`config.mk`:
```
export PLATFORM = sky130hd
export DESIGN_NAME = tdm_loop_switch
export DESIGN_NICKNAME = d
export VERILOG_FILES = /design/src/rtl/tdmlp_pkg.sv /design/src/rtl/tdmlp_ctrl.sv /design/src/rtl/tdmlp_path.sv /design/src/rtl/tdm_loop_switch.sv
export SDC_FILE = /design/constraint.sdc
export NUM_CORES = 1
export LEC_CHECK = 0
export ABC_AREA = 1
export ABC_CLOCK_PERIOD_IN_PS = 1600
export BUFFER_PORTS_ARGS = -buffer_cell sky130_fd_sc_hd__buf_2
export CORE_ASPECT_RATIO = 1.75
export CORE_UTILIZATION = 50
export CTS_BUF_LIST = sky130_fd_sc_hd__clkbuf_8
export DETAILED_ROUTE_END_ITERATION = 8
export HOLD_SLACK_MARGIN = 0.06
export PLACE_DENSITY = 0.77
export SLEW_MARGIN = 20
export SYNTH_ARGS = -nofsm -noshare
export SYNTH_HDL_FRONTEND = slang
export SYNTH_SLANG_ARGS = --single-unit
```
`constraint.sdc`:
```
create_clock -name clk -period 1.6 [get_ports clk]
set_input_delay 0.4 -clock clk [delete_from_list [all_inputs] [get_ports clk]]
set_output_delay 0.4 -clock clk [all_outputs]
set_load 0.005 [all_outputs]
```
`src/rtl/tdmlp_pkg.sv`:
```
`timescale 1ns/1ps
package tdmlp_pkg;

  // Strobes handed from the control side to the byte datapath each cycle.
  typedef struct packed {
    logic take;        // a slot is present and must be registered
    logic localLoop;   // system byte returns toward the system
    logic remoteLoop;  // line byte returns toward the line
  } ctrlStrobes_t;

endpackage

```
`src/rtl/tdmlp_ctrl.sv`:
```
`timescale 1ns/1ps
module tdmlp_ctrl
  import tdmlp_pkg::*;
#(
  parameter int NUM_CHAN   = 24,
  parameter int ADDR_W     = 5,
  parameter int DATA_W     = 8,
  parameter int LOCAL_BIT  = 4,
  parameter int REMOTE_BIT = 5
) (
  input  logic              clk,
  input  logic              rstN,
  input  logic              wrEn,
  input  logic [ADDR_W-1:0] wrAddr,
  input  logic [DATA_W-1:0] wrData,
  input  logic              slotValid,
  input  logic              frameStart,
  input  logic [ADDR_W-1:0] slotChan,
  output ctrlStrobes_t      strobes
);

  localparam int SPAN = 1 << ADDR_W;

  // Address decode, one hit line per implemented channel; unused entries stay low.
  logic [SPAN-1:0] wrHit;
  genvar g;
  generate
    for (g = 0; g < SPAN; g++) begin : g_dec
      if (g < NUM_CHAN) begin : g_live
        assign wrHit[g] = wrEn && (wrAddr == ADDR_W'(g));
      end else begin : g_dead
        assign wrHit[g] = 1'b0;
      end
    end
  endgenerate

  logic [SPAN-1:0] pendLoc, pendRem;  // written by software
  logic [SPAN-1:0] actLoc, actRem;    // used by the current frame
  logic            frameEdge;

  assign frameEdge = slotValid && frameStart;

  always_ff @(posedge clk or negedge rstN) begin
    if (!rstN) begin
      pendLoc <= '0;
      pendRem <= '0;
    end else begin
      for (int i = 0; i < SPAN; i++) begin
        if (wrHit[i]) begin
          pendLoc[i] <= wrData[LOCAL_BIT];
          pendRem[i] <= wrData[REMOTE_BIT];
        end
      end
    end
  end

  always_ff @(posedge clk or negedge rstN) begin
    if (!rstN) begin
      actLoc <= '0;
      actRem <= '0;
    end else if (frameEdge) begin
      actLoc <= pendLoc;
      actRem <= pendRem;
    end
  end

  // The boundary slot already uses the settings being copied in.
  logic curLoc, curRem;
  always_comb begin
    curLoc = frameEdge ? pendLoc[slotChan] : actLoc[slotChan];
    curRem = frameEdge ? pendRem[slotChan] : actRem[slotChan];
  end

  always_comb begin
    strobes.take       = slotValid;
    strobes.localLoop  = slotValid && curLoc;
    strobes.remoteLoop = slotValid && curRem;
  end

endmodule

```
`src/rtl/tdmlp_path.sv`:
```
`timescale 1ns/1ps
module tdmlp_path
  import tdmlp_pkg::*;
#(
  parameter int ADDR_W = 5,
  parameter int DATA_W = 8
) (
  input  logic              clk,
  input  logic              rstN,
  input  ctrlStrobes_t      strobes,
  input  logic [ADDR_W-1:0] slotChan,
  input  logic [DATA_W-1:0] sysInByte,
  input  logic [DATA_W-1:0] lineInByte,
  output logic              outValid,
  output logic [ADDR_W-1:0] outChan,
  output logic [DATA_W-1:0] sysOutByte,
  output logic [DATA_W-1:0] lineOutByte
);

  logic [DATA_W-1:0] sysNext, lineNext;

  always_comb begin
    sysNext  = strobes.localLoop  ? sysInByte  : lineInByte;
    lineNext = strobes.remoteLoop ? lineInByte : sysInByte;
  end

  always_ff @(posedge clk or negedge rstN) begin
    if (!rstN) begin
      outValid    <= 1'b0;
      outChan     <= '0;
      sysOutByte  <= '0;
      lineOutByte <= '0;
    end else begin
      outValid <= strobes.take;
      if (strobes.take) begin
        outChan     <= slotChan;
        sysOutByte  <= sysNext;
        lineOutByte <= lineNext;
      end
    end
  end

endmodule

```
`src/rtl/tdm_loop_switch.sv`:
```
`timescale 1ns/1ps
module tdm_loop_switch
  import tdmlp_pkg::*;
#(
  parameter int NUM_CHAN   = 24,
  parameter int DATA_W     = 8,
  parameter int LOCAL_BIT  = 4,
  parameter int REMOTE_BIT = 5,
  localparam int ADDR_W    = $clog2(NUM_CHAN)
) (
  input  logic              clk,
  input  logic              rstN,
  input  logic              wrEn,
  input  logic [ADDR_W-1:0] wrAddr,
  input  logic [DATA_W-1:0] wrData,
  input  logic              slotValid,
  input  logic              frameStart,
  input  logic [ADDR_W-1:0] slotChan,
  input  logic [DATA_W-1:0] sysInByte,
  input  logic [DATA_W-1:0] lineInByte,
  output logic              outValid,
  output logic [ADDR_W-1:0] outChan,
  output logic [DATA_W-1:0] sysOutByte,
  output logic [DATA_W-1:0] lineOutByte
);

  ctrlStrobes_t strobes;

  tdmlp_ctrl #(
    .NUM_CHAN(NUM_CHAN), .ADDR_W(ADDR_W), .DATA_W(DATA_W),
    .LOCAL_BIT(LOCAL_BIT), .REMOTE_BIT(REMOTE_BIT)
  ) u_ctrl (
    .clk(clk), .rstN(rstN),
    .wrEn(wrEn), .wrAddr(wrAddr), .wrData(wrData),
    .slotValid(slotValid), .frameStart(frameStart), .slotChan(slotChan),
    .strobes(strobes)
  );

  tdmlp_path #(.ADDR_W(ADDR_W), .DATA_W(DATA_W)) u_path (
    .clk(clk), .rstN(rstN),
    .strobes(strobes), .slotChan(slotChan),
    .sysInByte(sysInByte), .lineInByte(lineInByte),
    .outValid(outValid), .outChan(outChan),
    .sysOutByte(sysOutByte), .lineOutByte(lineOutByte)
  );

endmodule

```
Word-level counts from Yosys, hierarchy flattened

Index checks and enable logic that the tools add are counted.

Flip-flop bits (word level): 118
Bits of input ports: 39
Word-level logic and storage cells: 118

Magnitude comparators: 1
Eq/ne operators: 23
Mux-type cells: 12
Reductions and logical operators: 28

Operator list:

| kind                 | number |
|---|---|
| $eq A5 B4 Y1 const B | 8 |
| $eq A5 B5 Y1 const B | 8 |
| $logic_and A1 B1 Y1  | 27 |
| $bmux W1 S5          | 4 |
| $eq A5 B3 Y1 const B | 4 |
| $mux W8              | 2 |
| $eq A5 B2 Y1 const B | 2 |
| $lt A5 B6 Y1 const B | 1 |
| $mux W1              | 6 |
| $eq A5 B1 Y1 const B | 1 |
| $logic_not A5 Y1     | 1 |

Logic depth before layout (Yosys ltp)

Gate-level depths: netlist of the first run.

Depth after elaboration: 5
Gate-level depth with buffers: 14
Mapped depth without buffers: 13

Modules after synthesis

Synthesis of the first run repeated with hierarchy kept, for this count alone.

Cells, all modules: 755
Area total of the unflattened synthesis: 5632.9 µm²

Modules (own cells, without submodules):

| module     | instances | cells each | area each (µm²) | seq. area each (µm²) |
|---|---|---|---|---|
| tdmlp_ctrl | 1         | 613        | 4594.4          | 2402.3 |
| tdmlp_path | 1         | 142        | 1038.5          | 550.5 |

Worst setup path before layout of the first run

No wires, ideal clock.

Path kind: in2reg
From: input port slotChan[2]
To: register u_path.sysOutByte[7]
Setup time: 117 ps
Arrival time: 1488 ps
Setup slack: -5 ps
Cell stages on the path: 12
Buffers on the path: 2
Path through: inv_1 -> clkbuf_1 -> nand3_1 -> nand2_1 -> nand2_1 -> nand3_1 -> nand3_2 -> buf_4 -> nand3_1 -> nand2_1 -> nor2_1 -> nor2_1

Longest elaborated chain between the ends: 5
Elaborated cells on any way between the ends: 7
Classes of those cells: 6 x mux; 1 x reduce/logical

Ends and longest elaborated chain:

| item                          | line                  | text |
|---|---|---|
| from (decl)                   | tdm_loop_switch.sv:18 | `input logic [ADDR_W-1:0] slotChan,` |
| $bmux W1 S5                   | tdmlp_ctrl.sv:70      | `curLoc = frameEdge ? pendLoc[slotChan] : actLoc[slotChan];` |
| $mux W1 (implied by the code) | tdmlp_ctrl.sv:70      |  |
| $mux W1 *                     | tdmlp_ctrl.sv:70      |  |
| $logic_and A1 B1 Y1 *         | tdmlp_ctrl.sv:76      | `strobes.localLoop = slotValid && curLoc;` |
| $mux W8 *                     | tdmlp_path.sv:23      | `sysNext = strobes.localLoop ? sysInByte : lineInByte;` |
| to (signal assigned)          | tdmlp_path.sv:37      | `sysOutByte <= sysNext;` |
| to (decl)                     | tdmlp_path.sv:16      | `output logic [DATA_W-1:0] sysOutByte,` |

Mark *: on every way between the ends. The rest lies on a longest branch, timed or not. The select of a mux whose other input is x is not followed.
A chain may end at the register's enable or synchronous reset.

Worst setup path after layout of the first run

From: register u_ctrl.pendRem[23]
To: register u_path.lineOutByte[6]

Longest elaborated chain between the ends: 5

Ends and longest elaborated chain:

| item                              | line             | text |
|---|---|---|
| from (decl)                       | tdmlp_ctrl.sv:37 | `logic [SPAN-1:0] pendLoc, pendRem;` |
| from (signal, indexed assignment) | tdmlp_ctrl.sv:51 | `pendRem[i] <= wrData[REMOTE_BIT];` |
| $bmux W1 S5                       | tdmlp_ctrl.sv:71 | `curRem = frameEdge ? pendRem[slotChan] : actRem[slotChan];` |
| $mux W1 (implied by the code)     | tdmlp_ctrl.sv:71 |  |
| $mux W1                           | tdmlp_ctrl.sv:71 |  |
| $logic_and A1 B1 Y1               | tdmlp_ctrl.sv:77 | `strobes.remoteLoop = slotValid && curRem;` |
| $mux W8                           | tdmlp_path.sv:24 | `lineNext = strobes.remoteLoop ? lineInByte : sysInByte;` |
| to (signal assigned)              | tdmlp_path.sv:38 | `lineOutByte <= lineNext;` |
| to (decl)                         | tdmlp_path.sv:17 | `output logic [DATA_W-1:0] lineOutByte` |

No other way between the ends. The select of a mux whose other input is x is not followed.

==> results of run 1 <==
## final timing paths
path / start / end / slack [ns] / cells after the start
hold reg to reg: u_ctrl.actLoc[15]$_DFFE_PN0N_ / u_ctrl.actLoc[15]$_DFFE_PN0N_ / 0.48 / 2
max in group asynchronous: rstN / u_ctrl.actRem[14]$_DFFE_PN0N_ / 0.57 / 3
setup reg to reg: u_ctrl.pendRem[23]$_DFFE_PN0P_ / u_path.lineOutByte[6]$_DFFE_PN0P_ / -0.02 / 12
setup / recovery: u_ctrl.pendRem[23]$_DFFE_PN0P_ / u_path.lineOutByte[6]$_DFFE_PN0P_ / -0.02 / 12
hold / removal: lineInByte[2] / u_path.lineOutByte[2]$_DFFE_PN0P_ / 0.30 / 5
min in group asynchronous: rstN / u_ctrl.pendRem[11]$_DFFE_PN0P_ / 0.43 / 2
## where the power goes
part	switching, mW	internal [mW]
logic	0.967	0.827
clock network	1.21	1.14
registers	0.328	3.51
## synth_stat cells
| cell | count | area [µm²] |
|---|---|---|
| buf_6 | 7 | 78.8 |
| inv_2 | 2 | 7.51 |
| nand3_2 | 2 | 20.0 |
| a21oi_1 | 6 | 30.0 |
| clkinv_1 | 2 | 7.51 |
| dfrtp_1 | 118 | 2950 |
| a21boi_0 | 2 | 15.0 |
| inv_1 | 31 | 116 |
| a21boi_2 | 2 | 22.5 |
| nor3_1 | 2 | 10.0 |
| a21boi_1 | 2 | 15.0 |
| nor2_1 | 38 | 143 |
| or2_2 | 10 | 62.6 |
| o211ai_1 | 6 | 45.0 |
| buf_4 | 2 | 15.0 |
| clkbuf_1 | 19 | 71.3 |
| nand2_1 | 322 | 1210 |
| nand3_1 | 90 | 450 |
| o21ai_1 | 6 | 30.0 |
| o21ai_0 | 69 | 345 |
| buf_2 | 9 | 45.0 |
## metrics by stage
step                      power [mW]  setup slack [ns]  instances  setup TNS, ns
after floorplan                 4.70           0.00284        747              0
after global placement          5.41            -0.461        974          -6.51
after detailed placement        5.49            -0.502        974          -7.36
after CTS                       7.84           0.00117       1007              0
after global routing            8.42            -0.185       1022          -1.41
final                           7.97           -0.0244       1022        -0.0618
## area by class of cell
cell class                 count  share of cell area (%)
timing repair buffer         146                    15.4
tap                          132                    2.27
sequential                   118                    40.6
inverter                      35                    1.88
clock buffer                  19                    3.60
clock inverter                13                    1.15
multi-input combinational    559                    35.0
## flip-flops by register name (all words and copies together) (netlist names)
signal,flops
u_ctrl.actLoc,24
u_ctrl.pendRem,24
u_path.outChan,5
u_ctrl.pendLoc,24
u_path.lineOutByte,8
u_path.sysOutByte,8
u_path.outValid,1
u_ctrl.actRem,24
## worst max-delay path, cell delays in order, from the launching register on
cell,delay [ns]
dfrtp_1,0.37
inv_2,0.05
a21oi_2,0.11
o21ai_1,0.08
nand3_1,0.13
nand3_2,0.10
nand2_2,0.07
nand2_2,0.07
buf_6,0.16
nand3_2,0.06
nand2_1,0.06
nor2_1,0.16
nor2_1,0.09
## cell usage in the layout (no fill, tap or decap), types with 3 or more instances in the layout
cell / netlist / routed
buf_4: 2 / 76
nand2_1: 322 / 315
nand2_2: 0 / 6
o211ai_1: 6 / 6
nand3_2: 2 / 15
nor2_1: 38 / 38
buf_2: 9 / 53
buf_12: 0 / 9
nand3_1: 90 / 76
clkinv_2: 0 / 5
clkinvlp_4: 0 / 5
a21boi_1: 2 / 3
o21ai_0: 69 / 65
inv_1: 31 / 28
or2_2: 10 / 10
o21ai_1: 6 / 10
inv_2: 2 / 5
a21oi_1: 6 / 4
a21boi_2: 2 / 3
clkbuf_8: 0 / 19
dfrtp_1: 118 / 118
nand3_4: 0 / 3
buf_6: 7 / 5
## timing repair
action | CTS | global route
setup buffers | 0 | 11
hold endpoints to repair | 21 | 0
hold buffers | 1 | 0
pin swaps | 0 | 20
gates cloned | 0 | 4
setup endpoints to repair | 14 | 16
resized for setup | 7 | 45
## per-layer routing
| layer | vias up | part of all wire [%] | wire length (µm) |
|---|---|---|---|
| li1 | 2657 | - | - |
| met2 | 260 | 53 | 8310 |
| met5 | - | 0 | 0 |
| met4 | 0 | 3.9 | 604 |
| met3 | 51 | 6.1 | 961 |
| met1 | 2632 | 37 | 5800 |
## kinds of logic (layout without fill, tap and decap cells)
family,after synthesis,in the layout,share of synthesized area (%)
buffers and inverters,72,213,6.00
AND/OR/NAND/NOR,464,466,33.3
flip-flops,118,118,51.9
AO/OA/AOI/OAI,93,93,8.84
==> impl_metrics.yaml, run 1 <==
worst_setup_path:
  critPathCaptureType: "flop"
  cp_max_fo: 6
  path_class: "flop to flop"
  cp.arrival_ns: 1.93
  crit_path_start_kind: "flop"
  crit_required_ns: 1.90
timing:
  finClkSkew_ns: 0.0120
  fin_crit_ns: 1.62
  period_share_pct: 102
  finalSetupViolCount: 4
  rsz0062_at_grt: "true"
  setup_slack_ns: -0.0244
  max_freq_mhz: 616
  whs_ns: 0.298
  slew_headroom_pct: 74.7
  tightest_slew_ns: 0.378
  slew_viol_final: 0
  hold_violations: 0
floorplan:
  num_rows: 51
  core-area_mm2: 0.0111
  die_h_um: 143
  start_util_pct: 51.3
  io_pins: 61
  dieArea_mm2: 0.0118
  fp.dieW_um: 82.7
pwr:
  p_leak_nw: 3.75
  power.density_mw_per_mm2: 1100
  ir_worst_vdd_uv: 764
finish:
  syn_to_final_growth_pct: 27.7
  final_util_pct: 65.4
  regArea_mm2: 0.00295
  fillCellCount: 890
  diodes: 0
  finalNetCount: 916
  multiInputGateArea_mm2: 0.00254
  drive_above_1_share_pct: 24.9
  fin_area_mm2: 0.00727
synth:
  syn_avg_cell_area_um2: 7.62
  postSynthCellCount: 747
  synth_area_mm2: 0.00569
  yosysUniqueCellTypes: 21
  synth_fp_nets: 786
  yosys_warnings: 0
  ys_seq_area_share_pct: 51.9
  ys_ff_latch: 118
clocking:
  cts_made_buffers: 17
  cts_root_buf: "clkbuf_8"
  htreeDepth: 4
  clock-sinks: 118
  tritoncts: "yes"
  clk_latency_ns: 0.43
  clkTransAtPathRegs_ns: 0.07
  clk_path_buf_depth: 2
detailed_routing:
  drt_pre_antenna_iters: 5
  dr.first_iter.drc_count: 403
  num_vias: 5600
  viasPerCell: 5.48
  drt-total-wl_um: 15700
  drc: 0
  ant_nets: 0
  post_drt_wl_per_cell_um: 15.3
global_route:
  antenna_found_initial: 0
  track_usage_pct: 26.7
  grt_busiest_layer: "met2"
  grt_start_max_net_pins: 40
  grt_overflow: 0
  grt_pass1_vias: 5097
  grt_pass1_wl_um: 23700
  met1_usage_pct: 30.2
  grt_use_met2_pct: 46.7
  met3_usage_pct: 5.94
place:
  hpwlAfterDp_um: 10500
  place_area_mm2: 0.00661
  io_buffer_count: 54
  place.gp.congestion: 0.885
hold_path:
  hold_path.class: "input pin to flop"
run:
  max-cap-violations: 0
run_status:
  outcome: "finished, violations left"
  violations: "setup timing"
(Power assumes the default switching activity.)
==> run 2: changes to the inputs <==
--- a/config.mk
+++ b/config.mk
@@ -7,7 +7,7 @@
 export LEC_CHECK = 0
 export ABC_AREA = 1
 export ABC_CLOCK_PERIOD_IN_PS = 1600
-export BUFFER_PORTS_ARGS = -buffer_cell sky130_fd_sc_hd__buf_2
+export BUFFER_PORTS_ARGS = -buffer_cell sky130_fd_sc_hd__clkbuf_2
 export CORE_ASPECT_RATIO = 1.75
 export CORE_UTILIZATION = 50
 export CTS_BUF_LIST = sky130_fd_sc_hd__clkbuf_8
==> impl_metrics.yaml, run 2 (synthesized netlist as in run 1, its figures left out) <==
run_status:
  outcome: "finished, violations left"
  violations: "setup timing"
worst_setup_path:
  cp_max_fo: 6
  crit_path_start_kind: "flop"
  critPathTopFamily: "simple AND/OR/NAND/NOR gates"
  slowest_stage: "dfrtp_1"
  path_class: "flop to flop"
  cp_cell_sequence: "inv_1 -> a21oi_1 -> o21ai_1 -> nand3_1 -> nand3_2 -> nand2_4 -> nand2_2 -> nand3_1 -> nand2_1 -> nor2_1 -> nor2_1"
  cp.arrival_ns: 1.98
  critPathCaptureType: "flop"
  crit_required_ns: 1.94
  cp_num_buf_inv: 1
  slowest_delay_ns: 0.35
clocking:
  clock-sinks: 118
  cts_root_buf: "clkbuf_8"
  htreeDepth: 4
  cts_made_buffers: 17
  clk_latency_ns: 0.44
  tritoncts: "yes"
  clk_path_buf_depth: 2
  clkTransAtPathRegs_ns: 0.07
detailed_routing:
  dr.first_iter.drc_count: 558
  drt_pre_antenna_iters: 7
  ant_nets: 0
  num_vias: 5682
  drt-total-wl_um: 16900
  drc: 0
  post_drt_wl_per_cell_um: 16.6
  viasPerCell: 5.59
finish:
  diodes: 0
  fin_area_mm2: 0.00748
  layout.cells.non_filler: 1017
  most-common-layout-cells: "nand2_1 (309), dfrtp_1 (118), nand3_1 (69), buf_4 (69), o21ai_0 (65)"
  finalNetCount: 911
  drive_above_1_share_pct: 26.2
  mostFrequentLayoutCell: "nand2_1"
  fillCellCount: 849
  multiInputGateArea_mm2: 0.00266
  regArea_mm2: 0.00295
  syn_to_final_growth_pct: 31.4
pwr:
  p_int_mw: 6.14
  power.density_mw_per_mm2: 1170
  power.switching_mw: 2.62
  seqPwrFrac_pct: 44.0
  p_sw_share_pct: 30.0
  combPwrFrac_pct: 21.4
  ir_worst_vdd_uv: 808
  power_frac_clock_pct: 34.5
  p_leak_nw: 3.84
floorplan:
  num_rows: 51
  fp.dieW_um: 82.7
  core-area_mm2: 0.0111
  dieArea_mm2: 0.0118
  io_pins: 61
  start_util_pct: 51.3
  die_h_um: 143
timing:
  rsz0062_at_grt: "true"
  period_share_pct: 103
  finalSetupViolCount: 8
  setup-tns-final_ns: -0.179
  tightest_slew_ns: 0.649
  whs_ns: 0.285
  slew_viol_final: 0
  finClkSkew_ns: 0.00670
  slew_headroom_pct: 56.6
  fin_crit_ns: 1.64
  max_freq_mhz: 610
  setup_slack_ns: -0.0404
  hold_violations: 0
place:
  io_buffer_count: 54
  place.gp.congestion: 0.925
  pre_cts_slack_ns: -0.508
  placed_cells: 953
  place_area_mm2: 0.00646
  hpwlAfterDp_um: 10400
global_route:
  grt_pass1_vias: 5241
  antenna_found_initial: 0
  grt_pass1_wl_um: 24600
  track_usage_pct: 27.8
  grt_overflow: 0
  grt_start_max_net_pins: 43
run:
  max-cap-violations: 0
hold_path:
  hold_path.class: "input pin to flop"
==> run 2: cell count changes in the layout (fill, tap and decap cells not counted), moves of 3 or more <==
cell | before | now
buf_4 | 76 | 69
clkinv_2 | 5 | 2
nand3_1 | 76 | 69
inv_2 | 5 | 2
clkbuf_2 | 0 | 52
buf_2 | 53 | 0
nand2_2 | 6 | 9
nand3_2 | 15 | 20
bufinv_16 | 0 | 4
inv_1 | 28 | 31
nand2_1 | 315 | 309
nand2_4 | 1 | 5
==> run 2: worst min-delay path, delay by kind of cell <==
family,cells,cell delay (ns)
and+or+nand+nor,3,0.16
buffers and inverters,2,0.14
==> run 2: layer usage <==
metal  up-vias  share of wire (%)  wire length (µm)  track usage [%]
met4         0                4.4               748             14.8
li1       2650                  -                 -                -
met2       337                 51              8600             46.6
met1      2617                 38              6360             32.7
met3        78                7.0              1180             5.56
met5         -                  0                 0                0
==> run 2: path summary, 6_finish.rpt <==
check,cells after the start,endpoint,slack [ns],start
worst min-delay path,5,u_path.lineOutByte[5]$_DFFE_PN0P_,0.28,lineInByte[5]
worst max-delay path,11,u_path.sysOutByte[6]$_DFFE_PN0P_,-0.04,u_ctrl.pendLoc[17]$_DFFE_PN0P_
min in group asynchronous,2,u_path.outValid$_DFF_PN0_,0.40,rstN
worst max register to register,11,u_path.sysOutByte[6]$_DFFE_PN0P_,-0.04,u_ctrl.pendLoc[17]$_DFFE_PN0P_
worst min register to register,2,u_ctrl.actRem[15]$_DFFE_PN0N_,0.49,u_ctrl.actRem[15]$_DFFE_PN0N_
max in group asynchronous,3,u_ctrl.pendRem[19]$_DFFE_PN0P_,0.65,rstN
==> run 2: layout make-up <==
| class | count | share of cell area [%] |
|---|---|---|
| clock buffers | 19 | 3.50 |
| clock inverters | 13 | 2.41 |
| inverters | 35 | 1.86 |
| multi-input cells | 560 | 35.6 |
| flip-flops and latches | 118 | 39.5 |
| well taps | 132 | 2.21 |
| repair buffers | 140 | 14.9 |
==> run 2: power groups by stage <==
| stage | clock [mW] | sequential [mW] | combinational, mW |
|---|---|---|---|
| 2_1_floorplan | 0 | 3.81 | 0.885 |
| 3_3_place_gp | 0 | 3.86 | 1.48 |
| 3_5_place_dp | 0 | 3.89 | 1.54 |
| 4_1_cts | 3.04 | 3.84 | 1.59 |
| 5_1_grt | 3.16 | 3.91 | 2.10 |
| 6_report | 3.02 | 3.86 | 1.88 |
==> run 2: repair_timing <==
item	4_1_cts	5_1_grt
hold buffers	1	0
pin swaps	6	35
gates resized for setup	9	64
endpoints found under the setup margin	14	16
cloned	2	5
setup buffers	3	21
endpoints found under the hold margin	19	0
==> run 2: through the flow <==
step	utilization [%]	total power [mW]
final	67.3	8.76
after global routing	67.3	9.16
after CTS	63.0	8.47
after detailed placement	58.2	5.43
after global placement	58.2	5.34
after floorplan	-	4.70
==> run 3: changes to the inputs <==
--- a/config.mk
+++ b/config.mk
@@ -13,6 +13,7 @@
 export CTS_BUF_LIST = sky130_fd_sc_hd__clkbuf_8
 export DETAILED_ROUTE_END_ITERATION = 8
 export HOLD_SLACK_MARGIN = 0.06
+export MAX_ROUTING_LAYER = met4
 export PLACE_DENSITY = 0.77
 export SLEW_MARGIN = 20
 export SYNTH_ARGS = -nofsm -noshare
==> impl_metrics.yaml, run 3 (synthesized netlist as in run 1, its figures left out) <==
clocking:
  clk_latency_ns: 0.44
  clkTransAtPathRegs_ns: 0.07
  tritoncts: "yes"
  clock-sinks: 118
  cts_made_buffers: 17
  clk_path_buf_depth: 2
  cts_root_buf: "clkbuf_8"
  htreeDepth: 4
hold_path:
  hold_path.class: "input pin to flop"
detailed_routing:
  post_drt_wl_per_cell_um: 16.5
  drt-total-wl_um: 16800
  drc: 0
  num_vias: 5658
  drt_pre_antenna_iters: 7
  ant_nets: 0
  dr.first_iter.drc_count: 630
  viasPerCell: 5.55
worst_setup_path:
  critPathCaptureType: "flop"
  cp_max_fo: 8
  cp_cell_sequence: "buf_6 -> inv_8 -> clkbuf_16 -> nand2_1 -> nand3_1 -> nand3_2 -> nand2_1 -> nand2_1 -> nand3_2 -> buf_4 -> nand3_2 -> nand3_1 -> nand3_1 -> nand2_1 -> inv_1"
  path_class: "input pin to flop"
  slowest_delay_ns: 0.15
  critPathTopFamily: "simple AND/OR/NAND/NOR gates"
  slowest_stage: "clkbuf_16"
  cp.arrival_ns: 1.98
  cp_num_buf_inv: 5
  cp_common_cell: "nand2_1"
  crit_path_start_kind: "input pin"
  crit_required_ns: 1.94
finish:
  syn_to_final_growth_pct: 31.6
  mostFrequentLayoutCell: "nand2_1"
  drive_above_1_share_pct: 26.5
  finalNetCount: 913
  layout.cells.non_filler: 1019
  most-common-layout-cells: "nand2_1 (309), dfrtp_1 (118), buf_4 (71)"
  diodes: 0
run_status:
  outcome: "finished, violations left"
  violations: "setup timing"
pwr:
  power.density_mw_per_mm2: 1170
  p_sw_share_pct: 29.9
  p_leak_nw: 3.85
  combPwrFrac_pct: 21.5
  ir_worst_vdd_uv: 813
  power_frac_clock_pct: 34.5
  power.switching_mw: 2.62
  seqPwrFrac_pct: 44.0
  p_int_mw: 6.14
floorplan:
  start_util_pct: 51.3
  core-area_mm2: 0.0111
  fp.dieW_um: 82.7
  die_h_um: 143
  dieArea_mm2: 0.0118
  num_rows: 51
  io_pins: 61
timing:
  finalSetupViolCount: 4
  period_share_pct: 102
  setup-tns-final_ns: -0.0715
  rsz0062_at_grt: "true"
  slew_viol_final: 0
  finClkSkew_ns: 0.00866
  hold_violations: 0
  setup_slack_ns: -0.0342
  slew_headroom_pct: 61.0
  max_freq_mhz: 612
  fin_crit_ns: 1.63
  tightest_slew_ns: 0.583
global_route:
  grt_start_max_net_pins: 43
  grt_pass1_vias: 5251
  track_usage_pct: 28.7
  antenna_found_initial: 0
  grt_pass1_wl_um: 24700
  grt_overflow: 0
place:
  hpwlAfterDp_um: 10400
  place.gp.congestion: 0.941
  placed_cells: 953
  io_buffer_count: 54
run:
  max-cap-violations: 0
==> run 3: changes by cell type in the layout (fill, tap and decap cells not counted), sizes merged <==
cell and delta:
buf +2
==> run 3: what timing repair did <==
| action | CTS | global route |
|---|---|---|
| setup buffers | 3 | 23 |
| endpoints found under the hold margin | 19 | 0 |
| resized for setup | 9 | 65 |
| pin swaps | 6 | 37 |
| gates cloned | 2 | 5 |
| setup endpoints to repair | 14 | 16 |
| hold buffers | 1 | 0 |
==> run 3: final cells by class <==
cell class	count	area, µm²
Fill cell	835	3610
Timing Repair Buffer	142	1130
Sequential cell	118	2950
Inverter	35	139
Multi-Input combinational cell	560	2660
Clock buffer	19	262
Clock inverter	13	180
Tap cell	132	165
==> run 3: tightest hold or removal path, delay by kind of cell <==
kind	cells	cell delay [ns]
buffers and inverters	2	0.16
AND/OR/NAND/NOR	3	0.16
==> run 3: path summary, 6_finish.rpt <==
check	start	end	slack, ns	cells past startpoint
max	slotChan[0]	u_path.lineOutByte[2]$_DFFE_PN0P_	-0.03	15
min	sysInByte[5]	u_path.sysOutByte[5]$_DFFE_PN0P_	0.30	5
max reg2reg	u_ctrl.actRem[13]$_DFFE_PN0N_	u_path.lineOutByte[2]$_DFFE_PN0P_	-0.03	12
min reg2reg	u_ctrl.actRem[5]$_DFFE_PN0N_	u_ctrl.actRem[5]$_DFFE_PN0N_	0.48	2
max in group asynchronous	rstN	u_ctrl.pendLoc[20]$_DFFE_PN0P_	0.65	3
min in group asynchronous	rstN	u_path.outValid$_DFF_PN0_	0.40	2
==> run 3: per-stage QoR <==
stage	setup slack [ns]	instance area (µm²)	utilization (%)	hold WS [ns]	total power, mW
6_report	-0.0342	7490	67.5	0.302	8.77
3_3_place_gp	-0.455	6460	58.2	0.330	5.34
3_5_place_dp	-0.508	6460	58.2	0.327	5.43
5_1_grt	-0.110	7490	67.5	0.294	9.18
2_1_floorplan	0.00284	5700	-	0.104	4.70
4_1_cts	-0.00108	6990	63.0	0.262	8.47
==> run 3: power by group through the flow <==
| stage | Clock [mW] | Combinational, mW | Sequential (mW) |
|---|---|---|---|
| 2_1_floorplan | 0 | 0.885 | 3.81 |
| 3_3_place_gp | 0 | 1.48 | 3.86 |
| 3_5_place_dp | 0 | 1.54 | 3.89 |
| 4_1_cts | 3.04 | 1.59 | 3.84 |
| 5_1_grt | 3.16 | 2.11 | 3.91 |
| 6_report | 3.02 | 1.88 | 3.86 |
==> run 3: metal layers <==
| metal | vias up | part of all wire (%) | global-route usage [%] |
|---|---|---|---|
| met5 | - | 0 | - |
| met4 | 0 | 3.8 | 14.9 |
| met3 | 63 | 7.2 | 5.69 |
| met2 | 305 | 51 | 46.7 |
| met1 | 2635 | 38 | 32.7 |
| li1 | 2655 | - | - |
